`src/rtl/smbus_tmo_pkg.sv`:
```
package smbus_tmo_pkg;
   localparam int unsigned LIMIT_W  = 12;
   localparam int unsigned IDLE_DIV = 4;
   localparam int unsigned LONG_DIV = 2048;

   typedef enum logic {
      MODE_SCL_LOW = 1'b0,
      MODE_IDLE    = 1'b1
   } a_mode_e;
endpackage

```
`src/rtl/tmo_prescale.sv`:
```
module tmo_prescale #(
   parameter int unsigned DIV = 4
) (
   input  logic clk,
   input  logic rst,
   input  logic run,
   output logic tick
);
   localparam int unsigned PW = (DIV > 1) ? $clog2(DIV) : 1;

   initial begin
      if (DIV < 1 || (DIV & (DIV - 1)) != 0)
         $error("tmo_prescale: DIV must be a power of two");
   end

   generate
      if (DIV == 1) begin : g_bypass
         assign tick = run;
      end else begin : g_count
         logic [PW-1:0] pre_q;

         always_ff @(posedge clk) begin
            if (rst || !run) pre_q <= '0;
            else             pre_q <= pre_q + 1'b1;
         end

         assign tick = run && (pre_q == PW'(DIV - 1));


         prescale_restart_chk: assert property (@(posedge clk) disable iff (rst)
            !run |=> (pre_q == '0));
      end
   endgenerate
endmodule

```
`src/rtl/tmo_interval.sv`:
```
module tmo_interval
   import smbus_tmo_pkg::*;
#(
   parameter int unsigned LW       = LIMIT_W,
   parameter int unsigned FAST_DIV = IDLE_DIV,
   parameter int unsigned SLOW_DIV = LONG_DIV
) (
   input  logic          clk,
   input  logic          rst,
   input  logic          en,
   input  a_mode_e       mode,
   input  logic          scl,
   input  logic          sda,
   input  logic [LW-1:0] limit,
   output logic          hit
);
   logic          cond, run_fast, run_slow, tick_fast, tick_slow, tick;
   logic [LW-1:0] cnt_q;

   initial begin
      if (FAST_DIV >= SLOW_DIV)
         $error("tmo_interval: FAST_DIV must be below SLOW_DIV");
   end

   always_comb begin
      cond = en && ((mode == MODE_IDLE) ? (scl && sda) : !scl);
   end
   assign run_fast = cond && (mode == MODE_IDLE);
   assign run_slow = cond && (mode == MODE_SCL_LOW);

   tmo_prescale #(.DIV(FAST_DIV)) u_pre_fast (
      .clk(clk), .rst(rst), .run(run_fast), .tick(tick_fast));
   tmo_prescale #(.DIV(SLOW_DIV)) u_pre_slow (
      .clk(clk), .rst(rst), .run(run_slow), .tick(tick_slow));

   assign tick = tick_fast || tick_slow;
   assign hit  = tick && (cnt_q == '0);

   always_ff @(posedge clk) begin
      if (rst)                 cnt_q <= '0;
      else if (!cond)          cnt_q <= limit;
      else if (hit)            cnt_q <= limit;
      else if (tick)           cnt_q <= cnt_q - 1'b1;
   end


   interval_reload_chk: assert property (@(posedge clk) disable iff (rst)
      !cond |=> (cnt_q == $past(limit)));


   interval_off_chk: assert property (@(posedge clk) disable iff (rst)
      !en |-> !hit);
endmodule

```
`src/rtl/tmo_stretch.sv`:
```
module tmo_stretch
   import smbus_tmo_pkg::*;
#(
   parameter int unsigned LW  = LIMIT_W,
   parameter int unsigned DIV = LONG_DIV
) (
   input  logic          clk,
   input  logic          rst,
   input  logic          en,
   input  logic          stretch,
   input  logic          start,
   input  logic [LW-1:0] limit,
   output logic          hit
);
   logic          run, tick;
   logic [LW-1:0] acc_q;

   assign run = en && stretch && !start;

   tmo_prescale #(.DIV(DIV)) u_pre (
      .clk(clk), .rst(rst), .run(run), .tick(tick));

   assign hit = tick && (acc_q == '0);

   always_ff @(posedge clk) begin
      if (rst)                acc_q <= '0;
      else if (!en || start)  acc_q <= limit;
      else if (hit)           acc_q <= limit;
      else if (tick)          acc_q <= acc_q - 1'b1;
   end


   stretch_hold_chk: assert property (@(posedge clk) disable iff (rst)
      (en && !stretch && !start) |=> $stable(acc_q));


   stretch_restart_chk: assert property (@(posedge clk) disable iff (rst)
      start |=> (acc_q == $past(limit)));


   stretch_off_chk: assert property (@(posedge clk) disable iff (rst)
      !en |-> !hit);
endmodule

```
`src/rtl/smbus_tmo_mon.sv`:
```
module smbus_tmo_mon
   import smbus_tmo_pkg::*;
#(
   parameter int unsigned LW       = LIMIT_W,
   parameter int unsigned FAST_DIV = IDLE_DIV,
   parameter int unsigned SLOW_DIV = LONG_DIV
) (
   input  logic          clk,
   input  logic          rst,
   input  logic          scl_in,
   input  logic          sda_in,
   input  logic          stretch_in,
   input  logic          xfer_start,
   input  logic          a_en,
   input  logic          a_cfg_wr,
   input  logic [LW-1:0] a_cfg_limit,
   input  logic          a_cfg_idle,
   input  logic          b_en,
   input  logic          b_cfg_wr,
   input  logic [LW-1:0] b_cfg_limit,
   input  logic          flag_clr,
   output logic          tmo_flag
);
   logic [LW-1:0] lim_a_q, lim_b_q;
   a_mode_e       mode_q;
   logic          hit_a, hit_b;

   initial begin
      if (LW < 1 || LW > 16) $error("smbus_tmo_mon: LW out of range");
   end

   always_ff @(posedge clk) begin
      if (rst) begin
         lim_a_q <= '0;
         mode_q  <= MODE_SCL_LOW;
      end else if (a_cfg_wr && !a_en) begin
         lim_a_q <= a_cfg_limit;
         mode_q  <= a_mode_e'(a_cfg_idle);
      end
   end

   always_ff @(posedge clk) begin
      if (rst)                     lim_b_q <= '0;
      else if (b_cfg_wr && !b_en)  lim_b_q <= b_cfg_limit;
   end

   tmo_interval #(.LW(LW), .FAST_DIV(FAST_DIV), .SLOW_DIV(SLOW_DIV)) u_chk_a (
      .clk(clk), .rst(rst), .en(a_en), .mode(mode_q),
      .scl(scl_in), .sda(sda_in), .limit(lim_a_q), .hit(hit_a));

   tmo_stretch #(.LW(LW), .DIV(SLOW_DIV)) u_chk_b (
      .clk(clk), .rst(rst), .en(b_en), .stretch(stretch_in),
      .start(xfer_start), .limit(lim_b_q), .hit(hit_b));

   always_ff @(posedge clk) begin
      if (rst)                 tmo_flag <= 1'b0;
      else if (hit_a || hit_b) tmo_flag <= 1'b1;
      else if (flag_clr)       tmo_flag <= 1'b0;
   end


   cfg_a_lock_chk: assert property (@(posedge clk) disable iff (rst)
      a_en |=> ($stable(lim_a_q) && $stable(mode_q)));


   cfg_b_lock_chk: assert property (@(posedge clk) disable iff (rst)
      b_en |=> $stable(lim_b_q));


   flag_sticky_chk: assert property (@(posedge clk) disable iff (rst)
      (tmo_flag && !flag_clr) |=> tmo_flag);


   flag_clear_chk: assert property (@(posedge clk) disable iff (rst)
      (flag_clr && !hit_a && !hit_b) |=> !tmo_flag);
endmodule

```
`config.mk`:
```
export PLATFORM = sky130hd
export DESIGN_NAME = smbus_tmo_mon
export DESIGN_NICKNAME = d
export VERILOG_FILES = /design/src/rtl/smbus_tmo_pkg.sv /design/src/rtl/tmo_prescale.sv /design/src/rtl/tmo_interval.sv /design/src/rtl/tmo_stretch.sv /design/src/rtl/smbus_tmo_mon.sv
export SDC_FILE = /design/constraint.sdc
export NUM_CORES = 1
export LEC_CHECK = 0
export BUFFER_PORTS_ARGS = -buffer_cell sky130_fd_sc_hd__buf_2
export CAP_MARGIN = 5
export CORE_AREA = 10 10 96 98
export DETAILED_ROUTE_END_ITERATION = 10
export DIE_AREA = 0 0 106 108
export HOLD_SLACK_MARGIN = 0.08
export PLACE_DENSITY = 0.75
export SLEW_MARGIN = 20
export SYNTH_ARGS = -nofsm -noshare
export SYNTH_HDL_FRONTEND = slang
export SYNTH_SLANG_ARGS = --single-unit
```
`constraint.sdc`:
```
create_clock -name clk -period 2.7 [get_ports clk]
set_input_delay 0.27 -clock clk [delete_from_list [all_inputs] [get_ports clk]]
set_output_delay 0.27 -clock clk [all_outputs]
set_load 0.005 [all_outputs]
```
# Yosys cells after proc, flatten, opt, wreduce, memory -nomap -nowiden
# Cells that the tools add are included.
op_classes:
  addsub: 5
  eq_ne: 4
  muxes: 9
  bitwise: 1
  n_reduce_logical: 30
ops:
  columns: ["cell", "n"]
  rows:
  - ["12-bit 2-to-1 mux", 6]
  - ["12-bit zero test", 2]
  - ["12-bit by 1-bit subtractor with 12-bit output, second input constant", 2]
  - ["11-bit by 1-bit adder with 11-bit output, second input constant", 2]
  - ["11-bit == test, second input constant", 2]
  - ["1-bit logical AND", 13]
  - ["1-bit zero test", 7]
  - ["1-bit logical OR", 6]
  - ["1-bit 2-to-1 mux", 3]
  - ["3-bit inequality test, second input constant", 1]
  - ["3-bit nonzero test", 1]
  - ["2-bit by 1-bit adder with 2-bit output, second input constant", 1]
  - ["2-bit == test, second input constant", 1]
  - ["2-bit nonzero test", 1]
  - ["1-bit NOT", 1]
word_totals:
  reg_bits: 74
  input_bits: 36

# Depth between registers and ports, before layout
# Gate-level depths: netlist of the first run.
depth:
  word_depth: 9
  mapped_depth: 8

# Hierarchy
# Synthesis of the first run repeated with hierarchy kept, for this count alone.
hier_totals:
  cells_unflattened: 454
  area_unflattened_um2: 4097.7
modules_own_cells:
  columns: ["module", "n_inst", "cells_each", "area_each_um2", "seq_area_each_um2"]
  rows:
  - ["smbus_tmo_mon", 1, 117, 1183.6, 520.5]
  - ["tmo_prescale (u_chk_a.u_pre_slow ...)", 2, 54, 496.7, 220.2]
  - ["tmo_stretch", 1, 115, 965.9, 240.2]
  - ["tmo_interval", 1, 108, 874.6, 240.2]
  - ["tmo_prescale (u_chk_a.u_pre_fast)", 1, 6, 80.1, 40.0]

# Least setup slack after synthesis of the first run
# OpenSTA, ideal clock, no wires.
synth_path:
  path_type: "reg-to-reg"
  startpoint: "register u_chk_b.acc_q[0]"
  endpoint: "register u_chk_b.acc_q[10]"
  arrival_time_ps: 2056
  required_ps: 2642
  setup_slack_ps: 585
  path_stages_with_launch: 8
  period_less_slack_ps: 2115
  cell_sequence: "dfxtp_1 > inv_1 > ha_1 > or3b_2 > or4_1 > or4_1 > nand2_1 > a22o_2"
synth_between:
  elab_chain_len: 4
synth_rtl:
  columns: ["item", "line_no", "text"]
  rows:
  - ["start: declaration", "tmo_stretch.sv:16", "logic [LW-1:0] acc_q;"]
  - ["start signal: assignment", "tmo_stretch.sv:27", "else if (!en || start) acc_q <= limit;"]
  - ["start signal: assignment", "tmo_stretch.sv:28", "else if (hit) acc_q <= limit;"]
  - ["start signal: assignment", "tmo_stretch.sv:29", "else if (tick) acc_q <= acc_q - 1'b1;"]
  - ["12-bit by 1-bit subtractor with 12-bit output / 12-bit zero test (equally long branches)", "tmo_stretch.sv:29, tmo_stretch.sv:23", null]
  - ["12-bit 2-to-1 mux / 1-bit logical AND (equally long branches)", "tmo_stretch.sv:29, tmo_stretch.sv:23", null]
  - ["12-bit 2-to-1 mux", "tmo_stretch.sv:28", null]
  - ["12-bit 2-to-1 mux", "tmo_stretch.sv:27", null]
# Several ways; a longest one is shown, not always the timed one. The select of a mux whose other input is x is not followed.
# A chain may end at the register's enable or synchronous reset.

# Final worst setup path of the first run
layout_path:
  startpoint: "register u_chk_a.cnt_q[0]"
  endpoint: "register u_chk_a.cnt_q[4]"
layout_between:
  elab_chain_len: 4
layout_rtl:
  columns: ["item", "line_no", "text"]
  rows:
  - ["start: declaration", "tmo_interval.sv:18", "logic [LW-1:0] cnt_q;"]
  - ["start signal: assignment", "tmo_interval.sv:41", "else if (!cond) cnt_q <= limit;"]
  - ["start signal: assignment", "tmo_interval.sv:42", "else if (hit) cnt_q <= limit;"]
  - ["start signal: assignment", "tmo_interval.sv:43", "else if (tick) cnt_q <= cnt_q - 1'b1;"]
  - ["12-bit by 1-bit subtractor with 12-bit output / 12-bit zero test (equally long branches)", "tmo_interval.sv:43, tmo_interval.sv:37", null]
  - ["12-bit 2-to-1 mux / 1-bit logical AND (equally long branches)", "tmo_interval.sv:43, tmo_interval.sv:37", null]
  - ["12-bit 2-to-1 mux", "tmo_interval.sv:42", null]
  - ["12-bit 2-to-1 mux", "tmo_interval.sv:41", null]
# Several ways; a longest one is shown, not always the timed one. The select of a mux whose other input is x is not followed.

==> results of run 1 <==
-- final timing paths --
kind | from | to | cells past startpoint
setup / recovery | u_chk_a.cnt_q[0]$_SDFFE_PP0P_ | u_chk_a.cnt_q[4]$_SDFFE_PP0P_ | 7
hold / removal | a_cfg_limit[6] | lim_a_q[6]$_SDFFE_PP0P_ | 3
setup reg to reg | u_chk_a.cnt_q[0]$_SDFFE_PP0P_ | u_chk_a.cnt_q[4]$_SDFFE_PP0P_ | 7
hold reg to reg | u_chk_a.u_pre_fast.g_count.pre_q[0]$_SDFF_PP0_ | u_chk_a.u_pre_fast.g_count.pre_q[0]$_SDFF_PP0_ | 1
-- power breakdown --
group | total, mW | switching (mW) | internal (mW)
sequential | 1.17 | 0.0402 | 1.13
clock | 0.940 | 0.422 | 0.518
combinational | 0.405 | 0.236 | 0.169
-- layer usage --
layer | vias up | routed length (um)
li1 | 1620 | -
met1 | 1503 | 3419
met2 | 87 | 4127
met3 | 14 | 328
met4 | 0 | 141
met5 | - | 0
-- registers in the layout, summed over array words and instances, names as in the netlist --
register,count
u_chk_a.u_pre_fast.g_count.pre_q,2
u_chk_a.cnt_q,12
lim_a_q,12
lim_b_q,12
tmo_flag,1
u_chk_b.acc_q,12
mode_q,1
u_chk_a.u_pre_slow.g_count.pre_q,11
u_chk_b.u_pre.g_count.pre_q,11
-- cell families (layout without fill, tap and decap cells) --
kind of cell	count (synthesis)	count (layout)	synth area share, %
adders and majority gates	7	7	2.473
xor gates and xnor gates	17	17	4.205
DFF	74	74	41.84
buffers and inverters	29	66	3.357
AOI/OAI and AO/OA	93	93	17.10
and+or+nand+nor	208	208	29.54
muxes	5	5	1.484
-- cell type report --
type	count	area [um^2]
sequential	74	1481
multi-input combinational	330	1941
clock inverter	7	93.84
fill	741	3425
timing repair buffer	42	225.2
tap	102	127.6
clock buffer	9	123.9
inverter	8	30.03
-- worst register-to-register path, cell delays in order, from the launching register on --
cell and delay [ns]:
dfxtp_1 0.36, inv_1 0.09, ha_1 0.14, or4b_2 0.64, nor3_4 0.30, nand2b_1 0.37, a21oi_1 0.12, o32ai_1 0.25
-- per-stage QoR --
| step | instance area (um^2) | instances | util [%] | power, mW | hold slack (ns) |
|---|---|---|---|---|---|
| after detailed placement | 3805 | 556 | 51.09 | 1.596 | 0.4330 |
| after global placement | 3805 | 556 | 51.09 | 1.587 | 0.4170 |
| after CTS | 4023 | 572 | 54.02 | 2.526 | 0.1526 |
| final | 4023 | 572 | 54.02 | 2.518 | 0.1572 |
| after global routing | 4023 | 572 | 54.02 | 2.635 | 0.1551 |
| after floorplan | 3541 | 433 | - | 1.491 | 0.4060 |
-- cell usage in the layout (no fill, tap or decap), types with 3 or more instances in the layout --
| cell type | instances |
|---|---|
| xnor2_1 | 5 |
| nand4_1 | 3 |
| o41ai_1 | 3 |
| or3b_2 | 3 |
| inv_1 | 8 |
| nor4_1 | 7 |
| nor2b_1 | 3 |
| mux2i_1 | 3 |
| dfxtp_1 | 74 |
| or4_1 | 5 |
| nand3_1 | 16 |
| a21oi_1 | 44 |
| o32ai_1 | 9 |
| nor3_1 | 11 |
| o21ai_0 | 8 |
| nand2_1 | 68 |
| nor2_1 | 44 |
| a211oi_1 | 3 |
| clkbuf_8 | 9 |
| and3_1 | 10 |
| buf_2 | 36 |
| xor2_1 | 12 |
| buf_4 | 6 |
| nand2b_1 | 14 |
| ha_1 | 7 |
| a31oi_1 | 3 |
| a32oi_1 | 3 |
| or3_1 | 4 |
==> metrics.md, run 1 <==
| Metric | Value |
|---|---|
| Status | `finished clean` |
| Number of diodes | `0` |
| TritonCTS clock tree | `built` |
| Synth Warn # | `0` |
| Met3 usage | `around 2.7%` |
| Number of buffers created by CTS | `9` |
| Boundary pin count | `37` |
| Post-Syn Instances | `approximately 430` |
| CTS Buffer Depth | `2` |
| Most used DFF post-synth | `dfxtp_1` |
| Largest stage delay, worst path | `around 0.64 ns` |
| F_max | `roughly 420 MHz` |
| Slew @ Worst Pin | `a little under 0.9 ns` |
| Share of post-route cells with drive strength above 1 | `roughly 15%` |
| Final hold vios | `0` |
| Core box area | `about 7400 um^2` |
| First-pass GRT wire length | `13880 um` |
| Critical Path End Type | `flop` |
| Clk slew on worst S/H paths | `0.08 ns` |
| Worst-Skew Late Latency | `0.34 ns` |
| Clock net sink count | `74` |
| DRC errors left | `0` |
| Site Rows | `32` |
| Clock Skew | `0.005664 ns` |
| Number of flops mapped to enable cells by yosys | `0` |
| Nets@finish | `about 510` |
| GR peak layer | `met2` |
| Layout area overhead | `13.60%` |
| Worst path cell trace | `inv_1, ha_1, or4b_2, nor3_4, nand2b_1, a21oi_1, o32ai_1` |
| Top cells by count, synth | `dfxtp_1, nand2_1, a21oi_1, nor2_1` |
| Synth top area share | `between 40% and 50%` |
| Routability cong. | `~0.83` |
| Largest net degree at the start of global routing | `44` |
| Largest delay share family, worst path | `simple AND/OR/NAND/NOR gates` |
| Die height | `roughly 110 um` |
| Syn nets | `between 400 and 500` |
| Detail Route Antenna Nets | `0` |
| Asr flop ratio synth | `0%` |
| Hpwl dp | `roughly 5800 um` |
| Initial Utilization | `approximately 48%` |
| M2 GR Usage | `between 20% and 30%` |
| WL/cell | `14.02 um` |
| Worst path buffer plus inverter count | `1` |
| Max FO, Critical Path | `9` |
| Cts hold-fix bufs | `0` |
| Worst setup SP type | `flop` |
| H-tree Lvls | `3` |
| Die area | `~11000 um^2` |
| Synth area leaders | `dfxtp_1, nand2_1, a21oi_1` |
| RSZ-0062 raised after global routing | `no` |
| Vias per cell | `5.636` |
| Port bufs | `36` |
| Max stage delay cell, worst path | `or4b_2` |
| Final worst slack | `around 0.32 ns` |
| Final setup fails | `0` |
| Worst Path Arrival | `between 2 and 3 ns` |
| Hold Path Class | `input pin to flop` |
| Max rail drop VDD | `around 0.00028 V` |
| Vias in the first global route | `approximately 3100` |
| Leak pwr | `around 1.5 nW` |
| Worst EP required | `just under 3 ns` |
| Fin crit period | `between 2 and 2.5 ns` |
| Reg-to-reg slack, setup | `~0.32 ns` |
| WS Path Type | `flop to flop` |
| Post-CTS resize count | `0` |
| Post-CTS setup repair buffer count | `0` |
| Most frequent cell after synthesis | `dfxtp_1` |
| FF+latch count, synth | `74` |
| Die Span X | `roughly 110 um` |
| Root Buffer | `clkbuf_8` |
| Initial antenna violation count | `0` |
| Final WL | `between 8000 and 9000 um` |
| Drt initial violations | `211` |
| Fin. max-slew vios | `0` |
| Register area share after synthesis | `about two fifths` |
| Setup WS pre-CTS | `roughly 0.33 ns` |
| DRT Pass-1 Iters | `5` |
| Met1 usage | `16.60%` |
| Via count | `about 3200` |
| Worst slew margin | `between 40% and 50%` |
| Pwr Density | `625.9 nW/um^2` |
| Area leader, netlist | `dfxtp_1` |
| Synthesized area per cell | `between 8 and 9 um^2` |
| Netlist Area Pre-Place | `between 3000 and 4000 um^2` |
| Setup TNS Final | `0 ns` |
| Count of cell types in the netlist | `59` |
| Overflow after GRT | `0` |
| Fin crit share | `approximately 90%` |
| GRT Total Usage | `~14%` |
| Max_cap viols | `0` |
(Power assumes the default switching activity.)
==> run 2: changes to the inputs <==
--- a/config.mk
+++ b/config.mk
@@ -8,6 +8,7 @@
 export BUFFER_PORTS_ARGS = -buffer_cell sky130_fd_sc_hd__buf_2
 export CAP_MARGIN = 5
 export CORE_AREA = 10 10 96 98
+export CTS_BUF_LIST = sky130_fd_sc_hd__clkbuf_4
 export DETAILED_ROUTE_END_ITERATION = 10
 export DIE_AREA = 0 0 106 108
 export HOLD_SLACK_MARGIN = 0.08
==> run 2 against run 1 <==
  * Cell count rose by 3.7%
  * Sequential share of layout area fell by 1.4 points
  * Critical path type unchanged
  * Design area rose by 3.8%
  * Flip-flop and latch count did not move
  * Worst setup slack got worse by 0.020 ns
  * Largest power group unchanged
  * Die area did not move
  * Critical path depth rose by 1
  * Wire length rose by 3.1%
  * Register-to-register slack got worse by 0.02 ns
==> metrics.md, run 2 (same netlist as run 1, synthesis figures left out) <==
| Metric | Value |
|---|---|
| Status | `finished clean` |
| Most common cell after layout, fill and taps aside | `dfxtp_1` |
| Worst EP required | `3.02 ns (+0.08 ns)` |
| Hpwl dp | `5784 um (unchanged)` |
| WL/cell | `13.93 um (-0.58%)` |
| DRT Pass-1 Iters | `5 (unchanged)` |
| RSZ-0062 raised after global routing | `no` |
| Slew @ Worst Pin | `0.8799 ns (+0.01449 ns)` |
| Max_cap viols | `0 (unchanged)` |
| Fin crit period | `2.404 ns (+0.01978 ns)` |
| Layout area overhead | `17.95%` |
| Initial Utilization | `47.55% (unchanged)` |
| Detail Route Antenna Nets | `0 (unchanged)` |
| Largest net degree at the start of global routing | `44 (unchanged)` |
| Worst slew margin | `41.22% (-0.97 points)` |
| First-pass GRT wire length | `14240 um (+2.6%)` |
| Site Rows | `32 (unchanged)` |
| Final WL | `8263 um (+3.1%)` |
| Via count | `3291 (+2.1%)` |
| Critical Path End Type | `flop` |
| Fin crit share | `89.02% (+0.73 points)` |
| Routability cong. | `0.8327 (unchanged)` |
| Max FO, Critical Path | `6 (-3)` |
| Drt initial violations | `188 (-11%)` |
| Die height | `108 um (unchanged)` |
| Final hold vios | `0 (unchanged)` |
| Clock net sink count | `74 (unchanged)` |
| Number of buffers created by CTS | `9 (unchanged)` |
| Clock Skew | `0.004030 ns (-0.001634 ns)` |
| Final setup fails | `0 (unchanged)` |
| Share of post-route cells with drive strength above 1 | `14.26% (-0.64 points)` |
| DRC errors left | `0 (unchanged)` |
| Initial antenna violation count | `0 (unchanged)` |
| Overflow after GRT | `0 (unchanged)` |
| Max rail drop VDD | `0.0003756 V (+35%)` |
| DP Area | `3805 um^2 (unchanged)` |
| GRT Total Usage | `14.68% (+0.48 points)` |
| Core box area | `7447 um^2 (unchanged)` |
| Clk slew on worst S/H paths | `0.12 ns (+0.04 ns)` |
| Pwr Density | `569.8 nW/um^2 (-9.0%)` |
| Worst Path Arrival | `2.72 ns (+0.09 ns)` |
| Vias in the first global route | `3174 (+2.4%)` |
| Boundary pin count | `37 (unchanged)` |
| TritonCTS clock tree | `built` |
| H-tree Lvls | `3 (unchanged)` |
| WS Path Type | `flop to flop` |
| Hold Path Class | `input pin to flop` |
| Worst setup SP type | `flop` |
| CTS Buffer Depth | `2 (unchanged)` |
| Commonest cells after routing, fill and taps aside | `dfxtp_1, nand2_1, a21oi_1, nor2_1, buf_2` |
| Root Buffer | `clkbuf_4` |
| Nets@finish | `529 (+4.1%)` |
| Fin. max-slew vios | `0 (unchanged)` |
| Port bufs | `36 (unchanged)` |
| Setup TNS Final | `0 ns (unchanged)` |
| Die area | `11450 um^2 (unchanged)` |
| Vias per cell | `5.550 (-1.5%)` |
| Die Span X | `106 um (unchanged)` |
| Finished Cell Area | `4177 um^2 (+3.8%)` |
| Worst-Skew Late Latency | `0.41 ns (+0.07 ns)` |
| Number of diodes | `0 (unchanged)` |
| F_max | `416.0 MHz (-0.82%)` |
| Leak pwr | `1.585 nW (+4.2%)` |
## run 2: repair_timing
| action | in CTS | in global routing |
|---|---|---|
| setup endpoints to repair | 0 | 0 |
| hold buffers | 21 | 0 |
| endpoints found under the hold margin | 21 | 0 |
| setup buffers | 0 | 0 |
| resized for setup | 0 | 0 |
## run 2: metal layers
layer	share of wire, %	global-route usage, %	vias to the layer above
met5	0	0	-
li1	-	-	1670
met4	1.6	5.319	0
met2	51	26.19	67
met1	43	16.98	1542
met3	3.8	3.153	12
## run 2: worst max-delay path, stage by stage, from the launching register on
cell and delay (ns):
dfxtp_1 0.44, inv_1 0.11, ha_1 0.23, nor4b_1 0.15, buf_4 0.16, and3_1 0.22, a21oi_1 0.39, nor2_1 0.22
a221o_1 0.40
## run 2: report_power, final
part           switching (mW)  leakage, nW  internal, mW  total, mW
logic                   0.239        0.902         0.189      0.428
clock network           0.405       0.0819         0.373      0.778
registers              0.0403        0.601          1.13       1.17
## run 2: layout make-up
| cell class | count | area, um^2 |
|---|---|---|
| fillers | 725 | 3271 |
| multi-input cells | 330 | 1941 |
| flip-flops and latches | 74 | 1481 |
| repair buffers | 63 | 435.4 |
| well taps | 102 | 127.6 |
| clock inverters | 7 | 93.84 |
| clock buffers | 9 | 67.56 |
| inverters | 8 | 30.03 |
## run 2: final timing paths
path	start	endpoint	slack (ns)	cells past startpoint
worst min register to register	u_chk_a.u_pre_fast.g_count.pre_q[0]$_SDFF_PP0_	u_chk_a.u_pre_fast.g_count.pre_q[0]$_SDFF_PP0_	0.45	1
worst max-delay path	u_chk_b.acc_q[0]$_SDFFE_PP0P_	u_chk_b.acc_q[9]$_SDFFE_PP0P_	0.30	8
worst min-delay path	b_cfg_limit[11]	lim_b_q[11]$_SDFFE_PP0P_	0.09	3
worst max register to register	u_chk_b.acc_q[0]$_SDFFE_PP0P_	u_chk_b.acc_q[9]$_SDFFE_PP0P_	0.30	8
## run 2: per-stage QoR
stage	instances	hold slack [ns]	util (%)	setup WS (ns)	total power, mW
floorplan	433	0.4060	-	0.5853	1.491
global placement	556	0.4170	51.09	0.4282	1.587
detailed placement	556	0.4330	51.09	0.3295	1.596
CTS	593	0.08059	56.08	0.3286	2.387
global route	593	0.08071	56.08	0.1380	2.500
finish	593	0.08749	56.08	0.2963	2.380
